==> src/rtl/hawd_pkg.sv <==
package hawd_pkg;

    // Controller states of the halt-aware watchdog
    typedef enum logic [2:0] {
        ST_IDLE   = 3'd0,   // disarmed
        ST_DOZE   = 3'd1,   // disarmed and halted
        ST_RUN    = 3'd2,   // armed, counting
        ST_HALT   = 3'd3,   // armed, halted, frozen
        ST_SETTLE = 3'd4    // armed, post-wake settling window
    } wd_state_e;

endpackage

==> src/rtl/hawd_count.sv <==
module hawd_count #(
    parameter int CNT_W = 7
) (
    input  logic             clk,
    input  logic             rst_n,
    input  logic             load,
    input  logic [CNT_W-1:0] load_val,
    input  logic             dec,
    output logic [CNT_W-1:0] cnt_o,
    output logic             expire_o
);

    localparam logic [CNT_W-1:0] RST_VAL   = {CNT_W{1'b1}};
    localparam logic [CNT_W-1:0] EXPIRE_AT = {1'b1, {(CNT_W-1){1'b0}}};

    logic [CNT_W-1:0] cnt_q;

    always_ff @(posedge clk or negedge rst_n) begin
        if (!rst_n) begin
            cnt_q <= RST_VAL;
        end else if (load) begin
            cnt_q <= load_val;
        end else if (dec) begin
            cnt_q <= cnt_q - 1'b1;
        end
    end

    // top bit falls on the step that leaves EXPIRE_AT
    assign expire_o = dec && !load && (cnt_q == EXPIRE_AT);
    assign cnt_o    = cnt_q;

    // one decrement per enabled edge
    a_r3_single_step: assert property (@(posedge clk) disable iff (!rst_n)
        (dec && !load) |=> (cnt_q == $past(cnt_q) - 1'b1));

    // a load lands on the next edge
    a_r2_load_lands: assert property (@(posedge clk) disable iff (!rst_n)
        load |=> (cnt_q == $past(load_val)));

endmodule

==> src/rtl/hawd_settle.sv <==
module hawd_settle #(
    parameter int SETTLE_CYC = 4096
) (
    input  logic clk,
    input  logic rst_n,
    input  logic start,
    input  logic en,
    output logic done_o
);

    localparam int             SW   = $clog2(SETTLE_CYC);
    localparam logic [SW-1:0]  LAST = SW'(SETTLE_CYC - 1);

    logic [SW-1:0] scnt_q;

    always_ff @(posedge clk or negedge rst_n) begin
        if (!rst_n) begin
            scnt_q <= '0;
        end else if (start) begin
            scnt_q <= LAST;
        end else if (en && (scnt_q != '0)) begin
            scnt_q <= scnt_q - 1'b1;
        end
    end

    assign done_o = en && (scnt_q == '0);

    // the window can never end on the edge right after it opens
    a_r7_no_instant_end: assert property (@(posedge clk) disable iff (!rst_n)
        start |=> !done_o);

endmodule

==> src/rtl/hawd_stretch.sv <==
module hawd_stretch #(
    parameter int HOLD_CYC = 16
) (
    input  logic clk,
    input  logic rst_n,
    input  logic trig,
    output logic hold_o
);

    localparam int            HW   = $clog2(HOLD_CYC + 1);
    localparam logic [HW-1:0] FULL = HW'(HOLD_CYC);

    logic [HW-1:0] hcnt_q;

    always_ff @(posedge clk or negedge rst_n) begin
        if (!rst_n) begin
            hcnt_q <= '0;
        end else if (trig) begin
            hcnt_q <= FULL;
        end else if (hcnt_q != '0) begin
            hcnt_q <= hcnt_q - 1'b1;
        end
    end

    assign hold_o = (hcnt_q != '0);

    // a trigger always yields a pulse on the following cycle
    a_r4_pulse_starts: assert property (@(posedge clk) disable iff (!rst_n)
        trig |=> hold_o);

    // once started, the pulse is held (no single-cycle glitch)
    a_r4_pulse_held: assert property (@(posedge clk) disable iff (!rst_n)
        $rose(hold_o) |=> hold_o);

endmodule

==> src/rtl/halt_aware_watchdog.sv <==
module halt_aware_watchdog
    import hawd_pkg::*;
#(
    parameter int CNT_W      = 7,
    parameter int SETTLE_CYC = 4096,
    parameter int HOLD_CYC   = 16
) (
    input  logic           clk,
    input  logic           rst_n,
    input  logic           halt_rst_opt,
    input  logic           wr_en,
    input  logic [CNT_W:0] wr_data,
    input  logic           halt_req,
    input  logic           wake_irq,
    output logic           wdg_rst_o,
    output logic [CNT_W:0] ctrl_rd_o
);

    wd_state_e        state_q, state_d;
    logic             wr_ok;
    logic             arm_bit;
    logic             cnt_load, cnt_dec, expire;
    logic [CNT_W-1:0] cnt;
    logic             settle_start, settle_en, settle_done;
    logic             halt_fire, fire;
    logic             armed;

    assign arm_bit = wr_data[CNT_W];

    // ---------------- state register ----------------
    always_ff @(posedge clk or negedge rst_n) begin
        if (!rst_n) begin
            state_q <= ST_IDLE;
        end else begin
            state_q <= state_d;
        end
    end

    // ---------------- next-state logic ----------------
    always_comb begin
        state_d = state_q;
        unique case (state_q)
            ST_IDLE: begin
                if (halt_req) begin
                    state_d = ST_DOZE;
                end else if (wr_en && arm_bit) begin
                    state_d = ST_RUN;
                end
            end
            ST_DOZE: begin
                if (wake_irq) begin
                    state_d = ST_IDLE;
                end
            end
            ST_RUN: begin
                if (halt_req && !halt_rst_opt) begin
                    state_d = ST_HALT;
                end
            end
            ST_HALT: begin
                if (wake_irq) begin
                    state_d = ST_SETTLE;
                end
            end
            ST_SETTLE: begin
                if (halt_req && !halt_rst_opt) begin
                    state_d = ST_HALT;
                end else if (settle_done) begin
                    state_d = ST_RUN;
                end
            end
            default: state_d = ST_IDLE;
        endcase
    end

    // ---------------- output / datapath control ----------------
    always_comb begin
        wr_ok        = 1'b0;
        cnt_dec      = 1'b0;
        settle_start = 1'b0;
        settle_en    = 1'b0;
        halt_fire    = 1'b0;
        armed        = 1'b0;
        unique case (state_q)
            ST_IDLE: begin
                wr_ok = wr_en && !halt_req;
            end
            ST_DOZE: begin
                wr_ok = 1'b0;
            end
            ST_RUN: begin
                armed     = 1'b1;
                wr_ok     = wr_en && !halt_req;
                halt_fire = halt_req && halt_rst_opt;
                cnt_dec   = !wr_ok && !(halt_req && !halt_rst_opt);
            end
            ST_HALT: begin
                armed        = 1'b1;
                settle_start = wake_irq;
            end
            ST_SETTLE: begin
                armed     = 1'b1;
                wr_ok     = wr_en && !halt_req;
                halt_fire = halt_req && halt_rst_opt;
                settle_en = 1'b1;
            end
            default: begin
                wr_ok = 1'b0;
            end
        endcase
    end

    assign cnt_load = wr_ok;
    assign fire     = expire || halt_fire;

    hawd_count #(
        .CNT_W (CNT_W)
    ) u_count (
        .clk      (clk),
        .rst_n    (rst_n),
        .load     (cnt_load),
        .load_val (wr_data[CNT_W-1:0]),
        .dec      (cnt_dec),
        .cnt_o    (cnt),
        .expire_o (expire)
    );

    hawd_settle #(
        .SETTLE_CYC (SETTLE_CYC)
    ) u_settle (
        .clk    (clk),
        .rst_n  (rst_n),
        .start  (settle_start),
        .en     (settle_en),
        .done_o (settle_done)
    );

    hawd_stretch #(
        .HOLD_CYC (HOLD_CYC)
    ) u_stretch (
        .clk    (clk),
        .rst_n  (rst_n),
        .trig   (fire),
        .hold_o (wdg_rst_o)
    );

    assign ctrl_rd_o = {armed, cnt};

    // ---------------- assertions ----------------
    // count is frozen while halted
    a_r6_frozen_in_halt: assert property (@(posedge clk) disable iff (!rst_n)
        (state_q == ST_HALT) |=> $stable(cnt));

    // no reset trigger while halted
    a_r6_quiet_in_halt: assert property (@(posedge clk) disable iff (!rst_n)
        (state_q == ST_HALT) |-> !fire);

    // no decrement during the settling window without a write
    a_r8_settle_frozen: assert property (@(posedge clk) disable iff (!rst_n)
        (state_q == ST_SETTLE && !wr_en) |=> $stable(cnt));

    // activation is sticky until system reset
    a_r2_arm_sticky: assert property (@(posedge clk) disable iff (!rst_n)
        armed |=> ctrl_rd_o[CNT_W]);

    // halt with the reset option while running raises the request
    a_r5_halt_resets: assert property (@(posedge clk) disable iff (!rst_n)
        (halt_req && halt_rst_opt && state_q == ST_RUN) |=> wdg_rst_o);

    // a disarmed halt never triggers a reset
    a_r9_doze_quiet: assert property (@(posedge clk) disable iff (!rst_n)
        (state_q == ST_DOZE) |-> !fire);

    // a write alongside a halt request never reaches the counter
    a_r12_halt_drops_write: assert property (@(posedge clk) disable iff (!rst_n)
        (halt_req && wr_en && state_q != ST_RUN && state_q != ST_SETTLE) |=> $stable(cnt));

endmodule

==> config.mk <==
export PLATFORM = sky130hd
export DESIGN_NAME = halt_aware_watchdog
export DESIGN_NICKNAME = d
export VERILOG_FILES = /design/src/rtl/hawd_pkg.sv /design/src/rtl/hawd_count.sv /design/src/rtl/hawd_settle.sv /design/src/rtl/hawd_stretch.sv /design/src/rtl/halt_aware_watchdog.sv
export SDC_FILE = /design/constraint.sdc
export NUM_CORES = 1
export LEC_CHECK = 0
export ABC_AREA = 1
export BUFFER_PORTS_ARGS = -buffer_cell sky130_fd_sc_hd__buf_2
export CAP_MARGIN = 10
export CORE_ASPECT_RATIO = 1.4
export CORE_MARGIN = 1
export CORE_UTILIZATION = 55
export CTS_CLUSTER_SIZE = 30
export DETAILED_ROUTE_END_ITERATION = 8
export GPL_ROUTABILITY_DRIVEN = 1
export PLACE_DENSITY = 0.88
export SLEW_MARGIN = 20
export SYNTH_ARGS = -nofsm -noshare
export SYNTH_HDL_FRONTEND = slang
export SYNTH_SLANG_ARGS = --single-unit
==> constraint.sdc <==
create_clock -name clk -period 2.8 [get_ports clk]
set_input_delay 0.42 -clock clk [delete_from_list [all_inputs] [get_ports clk]]
set_output_delay 0.42 -clock clk [all_outputs]
set_load 0.02 [all_outputs]
Yosys cells after proc, flatten, opt, wreduce, memory -nomap -nowiden. Index checks and enable logic that the tools add are counted.

Bits in registers: 27. Output and inout bits: 9.

Equality and inequality tests: 10. Muxes and demuxes: 20. Reduce and logical (&&, ||, !) cells: 26. $add $sub $neg: 3.

Operators with widths (number): 12-bit two-way mux (2); 3-bit two-way mux (7); 3-bit case mux with 5 select lines (1); 7-bit two-way mux (2); 12-bit zero test (1); 12-bit nonzero test (1); 12-bit by 1-bit subtractor with 12-bit output, second input constant (1); 5-bit two-way mux (2); 1-bit logical AND (9); 7-bit equality test, second input constant (1); 7-bit by 1-bit subtractor with 7-bit output, second input constant (1); 3-bit by 2-bit equality test with 1-bit output, second input constant (2); 1-bit two-way mux (6); 2-bit != test, second input constant (3); 3-bit != test, second input constant (2); 2-bit nonzero test (3); 3-bit OR reduction (2); 1-bit zero test (5); 5-bit AND reduction (1); 5-bit nonzero test (1); 5-bit by 1-bit subtractor with 5-bit output, second input constant (1); 3-bit by 1-bit equality test with 1-bit output, second input constant (1); 3-bit equality test, second input constant (1); 3-bit zero test (1); 2 further kinds (2).

Depth between registers and ports, before layout. Gate-level depths: netlist (run 1).

Depth after elaboration: 9. Gate-level depth with buffers: 10. Depth with buffers taken out: 9.

Cells and area by module. A second synthesis (run 1) with hierarchy kept.

Cell total of the unflattened synthesis: 272. Area total of the unflattened synthesis: 1906.8 sq um.

Modules (own cells, without submodules): hawd_settle (sequential area each 300.3 sq um, times used 1, cells each 129, area each 867.1 sq um); hawd_count (sequential area each 183.9 sq um, times used 1, cells each 60, area each 473.0 sq um); halt_aware_watchdog (sequential area each 75.1 sq um, times used 1, cells each 50, area each 306.5 sq um); hawd_stretch (sequential area each 125.1 sq um, times used 1, cells each 33, area each 260.2 sq um).

Worst setup path after synthesis (run 1). OpenSTA, ideal clock, no wires.

Kind: reg2reg. Start point: register u_settle.scnt_q[0]. End point: register u_settle.scnt_q[0]. Data arrival time: 1.339 ns. Path slack: 1.341 ns. Stages on the path, launching flop included: 11. Path buffers: 1. Library setup time: 0.120 ns. Cells stage by stage: dfrtp_1 -> inv_1 -> ha_1 -> nand3_1 -> nor2_2 -> nand2_2 -> nand2_8 -> nand2_8 -> buf_8 -> o21ai_1 -> nand2_1.

Longest elaborated chain between the ends: 3.

Ends and longest elaborated chain: start: declaration (RTL line hawd_settle.sv:14) `logic [SW-1:0] scnt_q;`; start signal: assignment (RTL line hawd_settle.sv:22) `scnt_q <= scnt_q - 1'b1;`; 12-bit by 1-bit subtractor with 12-bit output or 12-bit nonzero test (tied branches) (RTL line hawd_settle.sv:22, hawd_settle.sv:21); 12-bit two-way mux or 1-bit logical AND (tied branches) (RTL line hawd_settle.sv:21) `end else if (en && (scnt_q != '0)) begin`; 12-bit two-way mux or 2-bit nonzero test (tied branches).

Parallel ways exist; a longest one is shown, timed or not. The select of a mux whose other input is x is not followed. A chain may end at the register's enable or synchronous reset.

Worst setup path in the final report (run 1).
Start point: register u_stretch.hcnt_q[0]. End point: output port wdg_rst_o.

Longest elaborated chain between the ends: 1.

Ends and longest elaborated chain: start: declaration (RTL line hawd_stretch.sv:13) `logic [HW-1:0] hcnt_q;`; start signal: assignment (RTL line hawd_stretch.sv:21) `hcnt_q <= hcnt_q - 1'b1;`; 5-bit nonzero test (RTL line hawd_stretch.sv:25) `assign hold_o = (hcnt_q != '0);`; end: declaration (RTL line halt_aware_watchdog.sv:15) `output logic wdg_rst_o,`.

Every way passes these cells.

==> results_dict.tcl, run 1 <==
set metrics [dict create \
    status "finished clean" \
    slew_violations 0 \
    cts_sinks 27 \
    fmax_mhz 540 \
    placementRows 24 \
    power_switching_mw 1.12 \
    wl_met1_um 1540 \
    grt_max_degree 28 \
    mappedNetlistNets 279 \
    peakVddDrop_v 0.000501 \
    synth_area_per_cell_sq_um 7.29 \
    place_ws_ns 1.25 \
    end_kind "output port" \
    die-height_um 71.4 \
    synth_top_area_share 0.265 \
    drt-total-wl_um 3630 \
    cts_setup_buffers 0 \
    p_comb_frac 0.553 \
    ys_ff_latch 27 \
    clock_power_share 0.099 \
    ys_types 33 \
    tns_ns 0 \
    slew_headroom 0.600 \
    finClkSkew_ns 0.00372 \
    worst_pin_slew_ns 0.600 \
    start_kind "flip-flop" \
    cts_resized 0 \
    ys_top_cells_by_area "dfrtp_1, nand2_1, dfstp_2" \
    cts_hold_buf 0 \
    synth_cells 259 \
    area_growth_pct 9.54 \
    io_buffers 22 \
    grt_pass1_vias 1603 \
    routed_via_density 5.31 \
    ant_nets 0 \
    drt_first_iter_violations 63 \
    num-nets-final 303 \
    fin_ws_ns 0.947 \
    switching_share 0.486 \
    wl_met3_um 134 \
    clk_pin_slew_worst_paths_ns 0.09 \
    routedWlPerCell_um 11.3 \
    synth_top_area_cell "dfrtp_1" \
    cts_tree "done" \
    grt-ovfl-total 0 \
    dr.pass1.iters 4 \
    power_density_nw_per_um2 1110 \
    htreeDepth 1 \
    num_vias 1706 \
    crit_type "flip-flop to output port" \
    start_util 0.594 \
    dieArea_sq_um 3680 \
    antenna_found_initial 0 \
    fin_crit_sh 0.662 \
    placed_cells 317 \
    grtUsageTotal 0.226 \
    crit_arrival_ns 1.43 \
    holdWs_ns 0.137 \
    root_buffer "clkbuf_8" \
    ys_warn_count 0 \
    drive_above_1_share 0.213 \
    met2_wirelength_um 1900 \
    antenna-diode-count 0 \
    ys.flop_type "dfrtp_1" \
    max_cap_viol_count 0 \
    fin_cells 321 \
    p_leak_nw 1.07 \
    die_x_um 51.5 \
    grt_pass1_wl_um 6440 \
    rsz0062_at_grt "false" \
    finalWeightedCongestion 0.906 \
    clk_latency_ns 0.28 \
    coreArea_sq_um 3180 \
    cts_buffer_depth 2 \
    synth_edf_count 0 \
    hold_viol 0 \
    cp.required_ns 2.38 \
    highest_layer "met4" \
    io_pins 23 \
    synthArstFlopShare 1.00 \
    yosysMostFrequentCell "nand2_1" \
    numCtsBuffers 3 \
    min_period_ns 1.85 \
    power_frac_seq 0.348 \
    p_int_mw 1.18 \
    cp_max_fo 5 \
    setup_viol 0 \
    synthTopCellsByCount "nand2_1, inv_1, nand3_1" \
    drcViolationCount 0 \
    synthesis.area_sq_um 1890 \
    dp_hpwl_um 2800 \
    synth_seq_area_share 0.362 \
    hp-class "input port to async pin" \
]
## layer usage
| metal | track usage | up-vias |
|---|---|---|
| met5 | 0 | - |
| met4 | 0.0841 | 0 |
| met3 | 0.0318 | 5 |
| met2 | 0.418 | 30 |
| met1 | 0.254 | 793 |
| li1 | - | 878 |
## stage by stage
stage	instance area (sq um)	util	total power, mW
3_3_place_gp	2020	0.635	2.04
2_1_floorplan	1890	-	1.82
3_5_place_dp	2020	0.635	2.08
4_1_cts	2070	0.650	2.32
5_1_grt	2070	0.650	2.55
6_report	2070	0.650	2.30
## worst paths after layout
kind	cells after the start	slack (ns)	start	endpoint
setup / recovery	6	0.95	u_stretch.hcnt_q[0]	wdg_rst_o
hold / removal	1	0.14	rst_n	u_settle.scnt_q[8]
setup reg to reg	9	1.27	u_settle.scnt_q[0]	u_settle.scnt_q[0]
hold reg to reg	2	0.50	u_count.cnt_o[5]	u_count.cnt_o[5]
max in group asynchronous	1	2.27	rst_n	u_stretch.hcnt_q[1]
min in group clk	3	0.38	wr_data[2]	u_count.cnt_o[2]
## power groups by stage
stage,clock network [mW],logic (mW),registers [mW]
global route,0.257,1.47,0.827
CTS,0.238,1.28,0.799
finish,0.229,1.27,0.801
global placement,0,1.24,0.801
detailed placement,0,1.28,0.806
floorplan,0,0.992,0.829
## sequential cells by signal, indices dropped and copies added, names as in the netlist
register / flops
u_settle.scnt_q: 12
u_count.cnt_o: 7
u_stretch.hcnt_q: 5
state_q: 3
## logic make-up after synthesis
| family | after synthesis | share of synthesized area |
|---|---|---|
| AND/OR/NAND/NOR | 156 | 0.400 |
| buffers and inverters | 40 | 0.0894 |
| flip-flops | 27 | 0.362 |
| AO/OA/AOI/OAI | 25 | 0.0854 |
| adder cells (fa/ha/maj) | 6 | 0.0397 |
| XOR/XNOR | 5 | 0.0232 |
## placed cells by master, fill, tap and decap left out, drive strengths merged, types with 3 or more instances in the layout
cell,count
clkbuf,3
nor2,31
inv,37
nand3,31
dfrtp,20
buf,22
o21ai,17
ha,6
nand2,83
nand4,5
xor2,4
o211ai,7
dfstp,7
or2,3
## area by class of cell
cell class | instances | area, sq um
Inverter | 37 | 141
Clock inverter | 1 | 7.51
Tap cell | 39 | 48.8
Timing Repair Buffer | 22 | 110
Multi-Input combinational cell | 192 | 1040
Clock buffer | 3 | 41.3
Sequential cell | 27 | 684
Fill cell | 271 | 1110
## critical path: stages, from the launching register on
cell,delay (ns)
dfrtp_1,0.39
inv_1,0.11
ha_1,0.17
inv_1,0.04
nor2_1,0.11
nand2_1,0.14
buf_2,0.19
(Power assumes the default switching activity.)
==> run 2: changes to the inputs <==
==> constraint.sdc (replaced) <==
create_clock -name clk -period 1.8 [get_ports clk]
set_input_delay 0.27 -clock clk [delete_from_list [all_inputs] [get_ports clk]]
set_output_delay 0.27 -clock clk [all_outputs]
set_load 0.02 [all_outputs]
==> results_dict.tcl, run 2 (same netlist as run 1, synthesis figures left out) <==
set metrics [dict create \
    status "finished clean" \
    cp.required_ns 1.53 \
    placementRows 24 \
    cp_max_fo 5 \
    rr_worst_depth 9 \
    dr.pass1.iters 4 \
    largest_reg_flops 12 \
    slew_violations 0 \
    min_period_ns 1.69 \
    numCtsBuffers 3 \
    clk_pin_slew_worst_paths_ns 0.09 \
    slew_headroom 0.585 \
    start_kind "flip-flop" \
    drt-total-wl_um 3600 \
    finClkSkew_ns 0.00180 \
    fin_crit_sh 0.937 \
    rsz0062_at_grt "false" \
    cts_buffer_depth 2 \
    clk_latency_ns 0.27 \
    dieArea_sq_um 3680 \
    worst_pin_slew_ns 0.622 \
    die-height_um 71.4 \
    cts_setup_buffers 0 \
    area_growth_pct 9.54 \
    crit_arrival_ns 1.42 \
    num_vias 1687 \
    grt_pass1_wl_um 6260 \
    fmax_mhz 593 \
    setup_viol 0 \
    drcViolationCount 0 \
    drive_above_1_share 0.216 \
    num-nets-final 303 \
    hp-class "input port to async pin" \
    grt-ovfl-total 0 \
    io_buffers 22 \
    end_kind "output port" \
    cts_tree "done" \
    io_pins 23 \
    layout_commonest_cell "nand2_1" \
    cts_sinks 27 \
    root_buffer "clkbuf_8" \
    htreeDepth 1 \
    drt_first_iter_violations 61 \
    holdWs_ns 0.00227 \
    start_util 0.594 \
    ant_nets 0 \
    grt_max_degree 28 \
    die_x_um 51.5 \
    regMostFlops "u_settle.scnt_q" \
    max_cap_viol_count 0 \
    p_leak_nw 1.08 \
    routed_via_density 5.26 \
    antenna_found_initial 0 \
    power_density_nw_per_um2 1720 \
    crit_type "flip-flop to output port" \
    peakVddDrop_v 0.000925 \
    dp_hpwl_um 2740 \
    routedWlPerCell_um 11.2 \
    grt_pass1_vias 1607 \
    antenna-diode-count 0 \
    hold_viol 0 \
    grtUsageTotal 0.219 \
    tns_ns 0 \
    coreArea_sq_um 3180 \
    finalWeightedCongestion 0.872 \
    final_cell_mix "nand2_1, inv_1, nand3_1" \
]
[run 2: cell types whose count changed in the layout (fill, tap and decap cells not counted)]
cell / change
nand2_2: +1
clkinv_2: +1
clkinvlp_4: -1
nand2_1: -1
[run 2: critical path, cell delays in order, from the launching register on]
cell and delay, ns:
dfrtp_1 0.39, inv_1 0.11, ha_1 0.17, inv_1 0.04
nor2_1 0.14, nand2_2 0.11, buf_2 0.18
[run 2: area by class of cell]
cell class              count  area (sq um)
repair buffers             22           110
multi-input cells         192          1040
well taps                  39          48.8
flip-flops and latches     27           684
clock inverters             1          5.00
inverters                  37           141
fillers                   280          1110
clock buffers               3          41.3
[run 2: power breakdown]
group | total (mW) | leakage (nW) | internal (mW) | switching, mW
registers | 1.25 | 0.320 | 0.951 | 0.294
logic | 1.98 | 0.733 | 0.734 | 1.24
clock network | 0.347 | 0.0255 | 0.155 | 0.192
total | 3.57 | 1.08 | 1.84 | 1.73
[run 2: timing repair]
item	4_1_cts	5_1_grt
setup endpoints to repair	0	1
hold buffers	0	0
gates resized for setup	0	1
[run 2: final timing paths]
check,start,to,slack (ns)
worst min-delay path,rst_n,state_q[0],0.002
worst max-delay path,u_stretch.hcnt_q[0],wdg_rst_o,0.11
worst min register to register,u_count.cnt_o[4],u_count.cnt_o[4],0.50
max in group asynchronous,rst_n,u_stretch.hcnt_q[3],1.40
worst max register to register,u_settle.scnt_q[0],u_settle.scnt_q[0],0.25
min in group clk,wr_data[2],u_count.cnt_o[2],0.23
[run 2: routing by layer]
layer / track usage / vias up / part of all wire
met5: 0 / - / 0
met4: 0.0931 / 0 / 0.018
met3: 0.0255 / 7 / 0.036
met2: 0.414 / 44 / 0.53
met1: 0.235 / 764 / 0.42
li1: - / 872 / -
[run 2: per-stage QoR]
stage	power [mW]	setup WS [ns]	area [sq um]	cells	util
2_1_floorplan	2.83	0.341	1890	259	-
3_3_place_gp	3.16	0.348	2020	317	0.635
3_5_place_dp	3.23	0.271	2020	317	0.635
4_1_cts	3.58	0.0700	2070	321	0.649
5_1_grt	3.92	0.0180	2070	321	0.650
6_report	3.57	0.114	2070	321	0.650
==> run 3: changes to the inputs <==
--- a/config.mk
+++ b/config.mk
@@ -14,7 +14,7 @@
 export CTS_CLUSTER_SIZE = 30
 export DETAILED_ROUTE_END_ITERATION = 8
 export GPL_ROUTABILITY_DRIVEN = 1
-export PLACE_DENSITY = 0.88
+export PLACE_DENSITY = 0.87
 export SLEW_MARGIN = 20
 export SYNTH_ARGS = -nofsm -noshare
 export SYNTH_HDL_FRONTEND = slang
==> results_dict.tcl, run 3 (same netlist as run 1, synthesis figures left out) <==
set metrics [dict create \
    status "complete, but fails checks" \
    violations "negative hold slack" \
    dp_hpwl_um 2850 \
    cts_hold_buf 0 \
    routed_via_density 5.23 \
    root_buffer "clkbuf_8" \
    clk_pin_slew_worst_paths_ns 0.10 \
    regMostFlops "u_settle.scnt_q" \
    numCtsBuffers 3 \
    clk_latency_ns 0.28 \
    cts_tree "done" \
    holdWs_ns -0.00855 \
    fin_cells 321 \
    grtUsageTotal 0.218 \
    area_growth_pct 9.80 \
    ant_nets 0 \
    cpMostUsedCell "inv_1" \
    critPathSlowestCell "dfrtp_1" \
    crit_type "flip-flop to output port" \
    io_buffers 22 \
    placed_cells 317 \
    grt-ovfl-total 0 \
    cts_sinks 27 \
    max_cap_viol_count 0 \
    start_kind "flip-flop" \
    setup_viol 0 \
    slew_headroom 0.590 \
    fmax_mhz 608 \
    largest_reg_flops 12 \
    antenna-diode-count 0 \
    grt_max_degree 28 \
    dieArea_sq_um 3680 \
    htreeDepth 1 \
    drcViolationCount 0 \
    placementRows 24 \
    num-nets-final 303 \
    cts_resized 0 \
    routedWlPerCell_um 11.6 \
    cp.required_ns 1.53 \
    die_x_um 51.5 \
    tns_ns 0 \
    cp_max_fo 5 \
    slew_violations 0 \
    worst_pin_slew_ns 0.615 \
    layout_commonest_cell "nand2_1" \
    min_period_ns 1.65 \
    dr.pass1.iters 4 \
    fin_crit_sh 0.914 \
    num_vias 1679 \
    cts_setup_buffers 0 \
    drive_above_1_share 0.220 \
    p_leak_nw 1.07 \
    rsz0062_at_grt "false" \
    final_cell_mix "nand2_1, inv_1, nand3_1" \
    p_total_mw 3.59 \
    met1_usage 0.247 \
    coreArea_sq_um 3180 \
    met3_usage 0.0212 \
    gr-usage-met2 0.417 \
    drt-total-wl_um 3730 \
    path_cells "inv_1 -> ha_1 -> inv_1 -> nor2_2 -> nand2_2 -> buf_2" \
    peakVddDrop_v 0.000923 \
    finClkSkew_ns 0.00968 \
    antenna_found_initial 0 \
    crit_arrival_ns 1.38 \
    hold_viol 14 \
    hp-class "input port to async pin" \
    grt.busiest_layer "met2" \
    end_kind "output port" \
    grt_pass1_vias 1516 \
    start_util 0.594 \
    cts_buffer_depth 2 \
    finalWeightedCongestion 0.884 \
    slowest_delay_ns 0.39 \
    die-height_um 71.4 \
    grt_pass1_wl_um 6220 \
    drt_first_iter_violations 62 \
    io_pins 23 \
    power_density_nw_per_um2 1730 \
]
[run 3: final timing paths]
kind                                startpoint             endpoint  slack [ns]  cells past startpoint
hold reg to reg               u_count.cnt_o[5]     u_count.cnt_o[5]        0.50                      2
min in group clk                    wr_data[6]     u_count.cnt_o[6]        0.23                      3
setup reg to reg            u_settle.scnt_q[0]   u_settle.scnt_q[0]        0.27                      9
setup / recovery           u_stretch.hcnt_q[0]            wdg_rst_o        0.15                      6
max in group asynchronous                rst_n  u_settle.scnt_q[10]        1.40                      1
hold / removal                           rst_n   u_settle.scnt_q[1]      -0.009                      1
[run 3: per-stage QoR]
step           cell area (sq um)  worst slack, ns  utilization
4_1_cts                     2070           0.0722        0.650
6_report                    2070            0.154        0.652
3_5_place_dp                2020            0.289        0.635
2_1_floorplan               1890            0.341            -
5_1_grt                     2070           0.0495        0.652
3_3_place_gp                2020            0.345        0.635
[run 3: cell type report]
cell class	instances	area, sq um
Timing Repair Buffer	22	110
Clock inverter	1	7.51
Multi-Input combinational cell	192	1040
Sequential cell	27	684
Fill cell	306	1110
Inverter	37	141
Tap cell	39	48.8
Clock buffer	3	41.3
[run 3: layer usage]
metal	routed length, um	up-vias
met5	0	-
met4	42	0
met3	83	6
met2	2010	25
met1	1590	774
li1	-	874
[run 3: report_power, final]
group,leakage [nW],switching (mW),internal (mW)
logic,0.733,1.24,0.733
registers,0.320,0.309,0.951
clock network,0.0217,0.199,0.157
total,1.07,1.74,1.84
[run 3: critical path, delay by kind of cell, from the launching register on]
family	cells	cell delay, ns
flip-flops	1	0.39
buffers and inverters	3	0.33
AND/OR/NAND/NOR	2	0.21
adder cells (fa/ha/maj)	1	0.17
